==> src/rtl/efb_pkg.sv <==
package efb_pkg;
  localparam int unsigned WORD_W    = 32;
  localparam int unsigned TS_W      = 2 * WORD_W;
  localparam int unsigned HDR_WORDS = 5;
  localparam int unsigned MASK_LO_W = 16;
  localparam logic [15:0] HDR_TAG   = 16'hFFFF;

  typedef enum logic [0:0] {
    CS_IDLE = 1'b0,
    CS_WIN  = 1'b1
  } coll_state_e;
endpackage

==> src/rtl/efb_rst_sync.sv <==
module efb_rst_sync (
  input  logic clk,
  input  logic rst_n,
  output logic rst_n_sync
);
  logic [1:0] sync_q;
  logic [1:0] sync_d;

  always_comb begin
    sync_d = {sync_q[0], 1'b1};
  end

  always_ff @(posedge clk or negedge rst_n) begin
    if (!rst_n) sync_q <= 2'b00;
    else        sync_q <= sync_d;
  end

  assign rst_n_sync = sync_q[1];
endmodule

==> src/rtl/efb_timebase.sv <==
module efb_timebase
  import efb_pkg::*;
#(
  parameter int unsigned CNT_W  = 32,
  parameter int unsigned DROP_W = 16
) (
  input  logic              clk,
  input  logic              rst_n,
  input  logic              sync_clr,
  input  logic              evt_start,
  input  logic              evt_drop,
  output logic [TS_W-1:0]   ts_now,
  output logic [CNT_W-1:0]  cnt_now,
  output logic [DROP_W-1:0] drop_cnt
);
  logic [TS_W-1:0]   ts_q, ts_d;
  logic [CNT_W-1:0]  cnt_q, cnt_d;
  logic [DROP_W-1:0] drop_q, drop_d;
  logic [DROP_W-1:0] drop_base;

  // The clear edge itself is time zero: values seen on that edge are zero.
  assign ts_now    = sync_clr ? '0 : ts_q;
  assign cnt_now   = sync_clr ? '0 : cnt_q;
  assign drop_base = sync_clr ? '0 : drop_q;

  always_comb begin
    ts_d   = ts_now + TS_W'(1);
    cnt_d  = evt_start ? cnt_now + CNT_W'(1) : cnt_now;
    drop_d = evt_drop ? drop_base + DROP_W'(1) : drop_base;
  end

  always_ff @(posedge clk or negedge rst_n) begin
    if (!rst_n) begin
      ts_q   <= '0;
      cnt_q  <= '0;
      drop_q <= '0;
    end else begin
      ts_q   <= ts_d;
      cnt_q  <= cnt_d;
      drop_q <= drop_d;
    end
  end

  assign drop_cnt = drop_q;

  // a clear with no new drop leaves the drop counter at zero
  a_r9_drop_cleared: assert property (@(posedge clk) disable iff (!rst_n)
    (sync_clr && !evt_drop) |=> (drop_cnt == '0));
endmodule

==> src/rtl/efb_collector.sv <==
module efb_collector
  import efb_pkg::*;
#(
  parameter int unsigned N_CH  = 32,
  parameter int unsigned E_W   = 16,
  parameter int unsigned WIN_W = 8,
  parameter int unsigned CNT_W = 32
) (
  input  logic              clk,
  input  logic              rst_n,
  input  logic [WIN_W-1:0]  win_len,
  input  logic [N_CH-1:0]   ch_hit,
  input  logic [N_CH*E_W-1:0] ch_energy,
  input  logic              tx_busy,
  input  logic [TS_W-1:0]   ts_now,
  input  logic [CNT_W-1:0]  cnt_now,
  output logic              evt_start,
  output logic              evt_drop,
  output logic              close_fire,
  output logic [N_CH-1:0]   hit_mask,
  output logic [N_CH*E_W-1:0] energy,
  output logic [TS_W-1:0]   evt_ts,
  output logic [CNT_W-1:0]  evt_id
);
  coll_state_e      state_q, state_d;
  logic [WIN_W-1:0] elapsed_q, elapsed_d;
  logic             discard_q, discard_d;
  logic             keep;
  logic             live;
  logic [N_CH-1:0]  mask_q, mask_d;
  logic [N_CH-1:0]  en_load;
  logic [TS_W-1:0]  ts_q;
  logic [CNT_W-1:0] id_q;

  assign evt_start = (state_q == CS_IDLE) && (|ch_hit);
  assign evt_drop  = evt_start && tx_busy;
  assign keep      = evt_start && !tx_busy;
  assign live      = (state_q == CS_WIN) && !discard_q;

  always_comb begin
    state_d    = state_q;
    elapsed_d  = elapsed_q;
    discard_d  = discard_q;
    close_fire = 1'b0;
    if (evt_start) begin
      discard_d = tx_busy;
      if (win_len == '0) begin
        state_d    = CS_IDLE;
        close_fire = !tx_busy;
      end else begin
        state_d   = CS_WIN;
        elapsed_d = WIN_W'(1);
      end
    end else if (state_q == CS_WIN) begin
      if (elapsed_q >= win_len) begin
        state_d    = CS_IDLE;
        close_fire = !discard_q;
      end else begin
        elapsed_d = elapsed_q + WIN_W'(1);
      end
    end
  end

  always_comb begin
    if (keep)      mask_d = ch_hit;
    else if (live) mask_d = mask_q | ch_hit;
    else           mask_d = mask_q;
  end

  always_ff @(posedge clk or negedge rst_n) begin
    if (!rst_n) begin
      state_q   <= CS_IDLE;
      elapsed_q <= '0;
      discard_q <= 1'b0;
      mask_q    <= '0;
    end else begin
      state_q   <= state_d;
      elapsed_q <= elapsed_d;
      discard_q <= discard_d;
      mask_q    <= mask_d;
    end
  end

  always_ff @(posedge clk or negedge rst_n) begin
    if (!rst_n) begin
      ts_q <= '0;
      id_q <= '0;
    end else if (keep) begin
      ts_q <= ts_now;
      id_q <= cnt_now;
    end
  end

  for (genvar i = 0; i < N_CH; i++) begin : g_ch
    logic [E_W-1:0] en_q;
    assign en_load[i] = keep ? ch_hit[i] : (live && ch_hit[i] && !mask_q[i]);
    always_ff @(posedge clk or negedge rst_n) begin
      if (!rst_n)          en_q <= '0;
      else if (en_load[i]) en_q <= ch_energy[i*E_W +: E_W];
    end
    assign energy[i*E_W +: E_W] = en_q;
  end

  assign hit_mask = mask_q;
  assign evt_ts   = ts_q;
  assign evt_id   = id_q;

  // inside a live window the hit mask only gains bits
  a_r4_mask_grows: assert property (@(posedge clk) disable iff (!rst_n)
    live |=> ((hit_mask & $past(hit_mask)) == $past(hit_mask)));

  // nothing of the pending frame changes while it is being sent
  a_r7_frame_frozen: assert property (@(posedge clk) disable iff (!rst_n)
    tx_busy |=> ($stable(hit_mask) && $stable(energy) && $stable(evt_id)));
endmodule

==> src/rtl/efb_serializer.sv <==
module efb_serializer
  import efb_pkg::*;
#(
  parameter int unsigned N_CH  = 32,
  parameter int unsigned E_W   = 16,
  parameter int unsigned CNT_W = 32
) (
  input  logic                clk,
  input  logic                rst_n,
  input  logic                close_fire,
  input  logic [N_CH-1:0]     hit_mask,
  input  logic [N_CH*E_W-1:0] energy,
  input  logic [TS_W-1:0]     evt_ts,
  input  logic [CNT_W-1:0]    evt_id,
  input  logic                m_ready,
  output logic                m_valid,
  output logic [WORD_W-1:0]   m_data,
  output logic                m_last,
  output logic                tx_busy
);
  localparam int unsigned FRAME_WORDS = HDR_WORDS + N_CH;
  localparam int unsigned IDX_W       = $clog2(FRAME_WORDS);
  localparam logic [IDX_W-1:0] LAST_IDX = IDX_W'(FRAME_WORDS - 1);

  logic             busy_q, busy_d;
  logic [IDX_W-1:0] idx_q, idx_d;
  logic [WORD_W-1:0] word_arr [FRAME_WORDS];

  assign word_arr[0] = {HDR_TAG, hit_mask[MASK_LO_W-1:0]};
  assign word_arr[1] = WORD_W'(hit_mask >> MASK_LO_W);
  assign word_arr[2] = evt_ts[WORD_W-1:0];
  assign word_arr[3] = evt_ts[TS_W-1:WORD_W];
  assign word_arr[4] = WORD_W'(evt_id);

  for (genvar i = 0; i < N_CH; i++) begin : g_word
    assign word_arr[HDR_WORDS+i] =
      hit_mask[i] ? WORD_W'(energy[i*E_W +: E_W]) : '0;
  end

  always_comb begin
    busy_d = busy_q;
    idx_d  = idx_q;
    if (close_fire) begin
      busy_d = 1'b1;
      idx_d  = '0;
    end else if (busy_q && m_ready) begin
      if (idx_q == LAST_IDX) begin
        busy_d = 1'b0;
        idx_d  = '0;
      end else begin
        idx_d = idx_q + IDX_W'(1);
      end
    end
  end

  always_ff @(posedge clk or negedge rst_n) begin
    if (!rst_n) begin
      busy_q <= 1'b0;
      idx_q  <= '0;
    end else begin
      busy_q <= busy_d;
      idx_q  <= idx_d;
    end
  end

  assign tx_busy = busy_q;
  assign m_valid = busy_q;
  assign m_data  = word_arr[idx_q];
  assign m_last  = busy_q && (idx_q == LAST_IDX);

  // a stalled word is held
  a_r6_hold_stall: assert property (@(posedge clk) disable iff (!rst_n)
    (m_valid && !m_ready) |=> (m_valid && $stable(m_data)));

  // the frame ends after its last word is taken
  a_r2_last_ends: assert property (@(posedge clk) disable iff (!rst_n)
    (m_valid && m_ready && m_last) |=> !m_valid);

  // output becomes valid only after a window closed
  a_r3_rise_on_close: assert property (@(posedge clk) disable iff (!rst_n)
    $rose(m_valid) |-> $past(close_fire));
endmodule

==> src/rtl/evt_frame_builder.sv <==
module evt_frame_builder
  import efb_pkg::*;
#(
  parameter int unsigned N_CH   = 32,
  parameter int unsigned E_W    = 16,
  parameter int unsigned WIN_W  = 8,
  parameter int unsigned CNT_W  = 32,
  parameter int unsigned DROP_W = 16
) (
  input  logic                clk,
  input  logic                rst_n,
  input  logic                sync_clr,
  input  logic [WIN_W-1:0]    win_len,
  input  logic [N_CH-1:0]     ch_hit,
  input  logic [N_CH*E_W-1:0] ch_energy,
  input  logic                m_ready,
  output logic                m_valid,
  output logic [WORD_W-1:0]   m_data,
  output logic                m_last,
  output logic [DROP_W-1:0]   drop_count
);
  logic               rst_n_sync;
  logic               evt_start, evt_drop, close_fire, tx_busy;
  logic [TS_W-1:0]    ts_now, evt_ts;
  logic [CNT_W-1:0]   cnt_now, evt_id;
  logic [N_CH-1:0]    hit_mask;
  logic [N_CH*E_W-1:0] energy;

  efb_rst_sync u_rst (
    .clk        (clk),
    .rst_n      (rst_n),
    .rst_n_sync (rst_n_sync)
  );

  efb_timebase #(.CNT_W(CNT_W), .DROP_W(DROP_W)) u_tb (
    .clk       (clk),
    .rst_n     (rst_n_sync),
    .sync_clr  (sync_clr),
    .evt_start (evt_start),
    .evt_drop  (evt_drop),
    .ts_now    (ts_now),
    .cnt_now   (cnt_now),
    .drop_cnt  (drop_count)
  );

  efb_collector #(.N_CH(N_CH), .E_W(E_W), .WIN_W(WIN_W), .CNT_W(CNT_W)) u_col (
    .clk        (clk),
    .rst_n      (rst_n_sync),
    .win_len    (win_len),
    .ch_hit     (ch_hit),
    .ch_energy  (ch_energy),
    .tx_busy    (tx_busy),
    .ts_now     (ts_now),
    .cnt_now    (cnt_now),
    .evt_start  (evt_start),
    .evt_drop   (evt_drop),
    .close_fire (close_fire),
    .hit_mask   (hit_mask),
    .energy     (energy),
    .evt_ts     (evt_ts),
    .evt_id     (evt_id)
  );

  efb_serializer #(.N_CH(N_CH), .E_W(E_W), .CNT_W(CNT_W)) u_ser (
    .clk        (clk),
    .rst_n      (rst_n_sync),
    .close_fire (close_fire),
    .hit_mask   (hit_mask),
    .energy     (energy),
    .evt_ts     (evt_ts),
    .evt_id     (evt_id),
    .m_ready    (m_ready),
    .m_valid    (m_valid),
    .m_data     (m_data),
    .m_last     (m_last),
    .tx_busy    (tx_busy)
  );

  // a dropped event never produces a frame close in the same cycle
  a_r10_drop_no_close: assert property (@(posedge clk) disable iff (!rst_n_sync)
    evt_drop |-> !close_fire);
endmodule

==> config.mk <==
export PLATFORM = sky130hd
export DESIGN_NAME = evt_frame_builder
export DESIGN_NICKNAME = d
export VERILOG_FILES = /design/src/rtl/efb_pkg.sv /design/src/rtl/efb_rst_sync.sv /design/src/rtl/efb_timebase.sv /design/src/rtl/efb_collector.sv /design/src/rtl/efb_serializer.sv /design/src/rtl/evt_frame_builder.sv
export SDC_FILE = /design/constraint.sdc
export NUM_CORES = 1
export LEC_CHECK = 0
export BUFFER_PORTS_ARGS = -buffer_cell sky130_fd_sc_hd__buf_2
export CAP_MARGIN = 20
export CORE_ASPECT_RATIO = 1.75
export CORE_MARGIN = 5
export CORE_UTILIZATION = 55
export DETAILED_ROUTE_END_ITERATION = 6
export PLACE_DENSITY = 0.86
export SYNTH_ARGS = -nofsm -noshare
export SYNTH_HDL_FRONTEND = slang
export SYNTH_HIERARCHICAL = 1
export SYNTH_SLANG_ARGS = --single-unit
export TNS_END_PERCENT = 100
==> constraint.sdc <==
create_clock -name clk -period 28.8 [get_ports clk]
set_input_delay 2.88 -clock clk [delete_from_list [all_inputs] [get_ports clk]]
set_output_delay 2.88 -clock clk [all_outputs]
set_load 0.01 [all_outputs]
==> flow_summary.json <==
{
  "final_cell_mix": "dfrtp_1, buf_2, nand2_1",
  "postCtsHoldBufs": 0,
  "numCtsBuffers": 72,
  "relSlewSlack_pct": 18.5,
  "drt-wirelength-per-cell_um": 29.5,
  "max_cap_viol_count": 0,
  "yosysWarnings": 6,
  "worstSetupEndpointType": "primary output",
  "dpl.cell_count": 4497,
  "synth_top_area_share_pct": 51.9,
  "synthCells": 3168,
  "slowest_delay_ns": 0.88,
  "grt.total_usage_pct": 36.5,
  "syn_area_per_cell_um2": 11.7,
  "holdPathStages": 0,
  "synth_area_leaders": "dfrtp_1, mux2_2, a221oi_1",
  "place_ws_ns": 21.93,
  "finalCritPeriodShare_pct": 26.8,
  "max-vdd-ir-drop_mv": 0.0579,
  "synth_edf_count": 0,
  "fin_setup_tns_ns": 0,
  "clk_latency_ns": 0.65,
  "grt_setup_unrepaired": "false",
  "layout_commonest_cell": "dfrtp_1",
  "yosys.area.top_type": "dfrtp_1",
  "whs_ns": 0.359,
  "ys_ff_latch": 771,
  "yosys_most_used_dff": "dfrtp_1",
  "post-cts-setup-buffers": 0,
  "initial_core_util_pct": 55.3,
  "final_max_slew_viol_count": 0,
  "grt_overflow_total": 0,
  "drive_gt1_share_pct": 35.5,
  "critPathKind": "reg -> out",
  "nets": 4248,
  "rows": 126,
  "die_w_um": 207,
  "syn_nets": 3738,
  "dr.pass1.iters": 5,
  "drt-total-wl_um": 138000,
  "worst_pin_slew_ns": 1.21,
  "place_congestion": 0.990,
  "antenna_found_initial": 59,
  "ys_seq_area_share_pct": 51.9,
  "clock_path_buffers": 3,
  "arrival_ns": 4.85,
  "ys_async_sr_fraction_pct": 100,
  "cts_tree": "built",
  "setup_viol": 0,
  "io_pins": 606,
  "finalClockSkew_ns": 0.0225,
  "vias": 30418,
  "dieArea_um2": 73100,
  "post_cts_resized": 0,
  "grt_pass1_vias": 31404,
  "core_area_um2": 67300,
  "crit_fanout": 51,
  "netlist_area_um2": 37200,
  "drtIter0Drc": 3440,
  "grt_start_max_net_pins": 185,
  "leakagePower_uw": 0.0200,
  "die_h_um": 354,
  "dp_hpwl_um": 102000,
  "cts.sinks": 771,
  "path_clk_slew_ns": 0.06,
  "area_growth_pct": 15.9,
  "status": "finished, final reports clean",
  "fin_cells": 4674,
  "ant_nets": 0,
  "post-route-worst-setup-slack_ns": 21.08,
  "nFillCells": 5094,
  "ys_types": 77,
  "hold_viol_final": 0,
  "clock-root-buffer": "clkbuf_16",
  "path_cells": "clkinv_2 -> buf_4 -> a221oi_1 -> nor2_1 -> o21ai_0 -> a2111oi_0 -> or4_1 -> buf_2",
  "crit_slowest_cell": "clkinv_2",
  "power_density_nw_per_um2": 109,
  "fmax_mhz": 129,
  "min_path_type": "reg -> reg",
  "grt_pass1_wl_um": 199000,
  "htreeDepth": 3,
  "crit_required_ns": 25.92,
  "drc": 0,
  "layout_min_cycle_time_ns": 7.73,
  "viasPerCell": 6.51,
  "r2r_cells": 7,
  "io_buffers": 605,
  "cp-start-kind": "flop"
}
-- registers in the layout, summed over array words and instances (netlist names) --
register         count
u_tb/drop_cnt       16
u_tb/ts_q           64
u_col/state_q        1
u_ser/idx_q          6
u_col/g_ch.en_q    512
u_col/elapsed_q      8
u_col/evt_id        32
u_col/discard_q      1
u_ser/m_valid        1
u_col/hit_mask      32
u_rst/sync_q         2
u_col/evt_ts        64
u_tb/cnt_q          32
-- Yosys cell counts (11+ instances only) --
cell,count
dfrtp_1,771
nand2_1,395
mux2_2,375
a221oi_1,173
nor2_1,173
clkbuf_1,110
nor2b_1,109
a21oi_1,102
mux2_4,100
nand3_1,68
xnor2_1,55
nor3_1,54
xor2_1,51
a22o_1,44
nand4_1,42
mux2_1,40
inv_1,39
buf_2,33
and3_1,31
mux4_2,29
nor4_1,26
and2_1,23
a22oi_1,22
buf_4,22
o21ai_0,22
buf_1,20
o21ai_2,18
a2111oi_0,14
ha_1,14
nand2b_1,14
o21ai_4,14
buf_6,12
buf_8,12
a222oi_1,11
and4_1,11
-- stage by stage --
step	utilization (%)	total power, µW	instance area (µm²)
2_1_floorplan	-	2970	37200
3_3_place_gp	60.2	3550	40500
3_5_place_dp	60.2	3620	40500
4_1_cts	63.8	4610	42900
5_1_grt	63.9	4820	43000
6_report	64.0	4680	43100
-- path summary, 6_finish.rpt --
check | from | endpoint | slack, ns
max | u_ser/idx_q[1] | m_data[0] | 21.08
min | u_rst/sync_q[0] | u_rst/sync_q[1] | 0.36
max reg2reg | u_tb/ts_q[1] | u_tb/ts_q[62] | 25.48
min reg2reg | u_rst/sync_q[0] | u_rst/sync_q[1] | 0.36
max in group asynchronous | u_rst/sync_q[1] | u_tb/cnt_q[28] | 25.83
min in group asynchronous | u_rst/sync_q[1] | u_tb/drop_cnt[9] | 0.49
-- worst max-delay path, delay by kind of cell (launching register included) --
kind,cells,cell delay [ns]
DFF,1,0.71
buffers and inverters,3,1.70
and+or+nand+nor,2,0.60
AOI/OAI and AO/OA,3,1.12
-- layer usage --
metal / up-vias / routed length [µm] / global-route usage, %
li1: 12554 / - / -
met1: 15170 / 43900 / 39.7
met2: 2055 / 65100 / 58.3
met3: 605 / 14200 / 10.1
met4: 34 / 14600 / 31.1
met5: - / 199 / 0
-- kinds of logic (layout without fill, tap and decap cells) --
group	after synthesis	count (layout)	synth area share (%)
XOR/XNOR	106	106	2.50
other	1	46	0.0101
AND/OR/NAND/NOR	987	987	12.7
AO/OA/AOI/OAI	486	486	10.4
flip-flops	771	771	51.9
adder cells (fa/ha/maj)	14	14	0.471
buffers and inverters	250	815	3.46
multiplexers	553	553	18.6
-- power breakdown --
group          leakage, µW  switching [µW]  internal (µW)
clock              0.00119             439            544
sequential         0.00952             324           1490
combinational      0.00928            1070            813
-- layout make-up --
class | count | area (µm²) | area share [%]
flip-flops and latches | 771 | 19300 | 44.8
multi-input cells | 2147 | 16600 | 38.6
repair buffers | 645 | 3380 | 7.84
clock buffers | 95 | 2060 | 4.78
well taps | 896 | 1120 | 2.60
clock inverters | 34 | 337 | 0.781
inverters | 41 | 155 | 0.360
diodes | 45 | 113 | 0.261
Power figures use the tool's default switching activity.
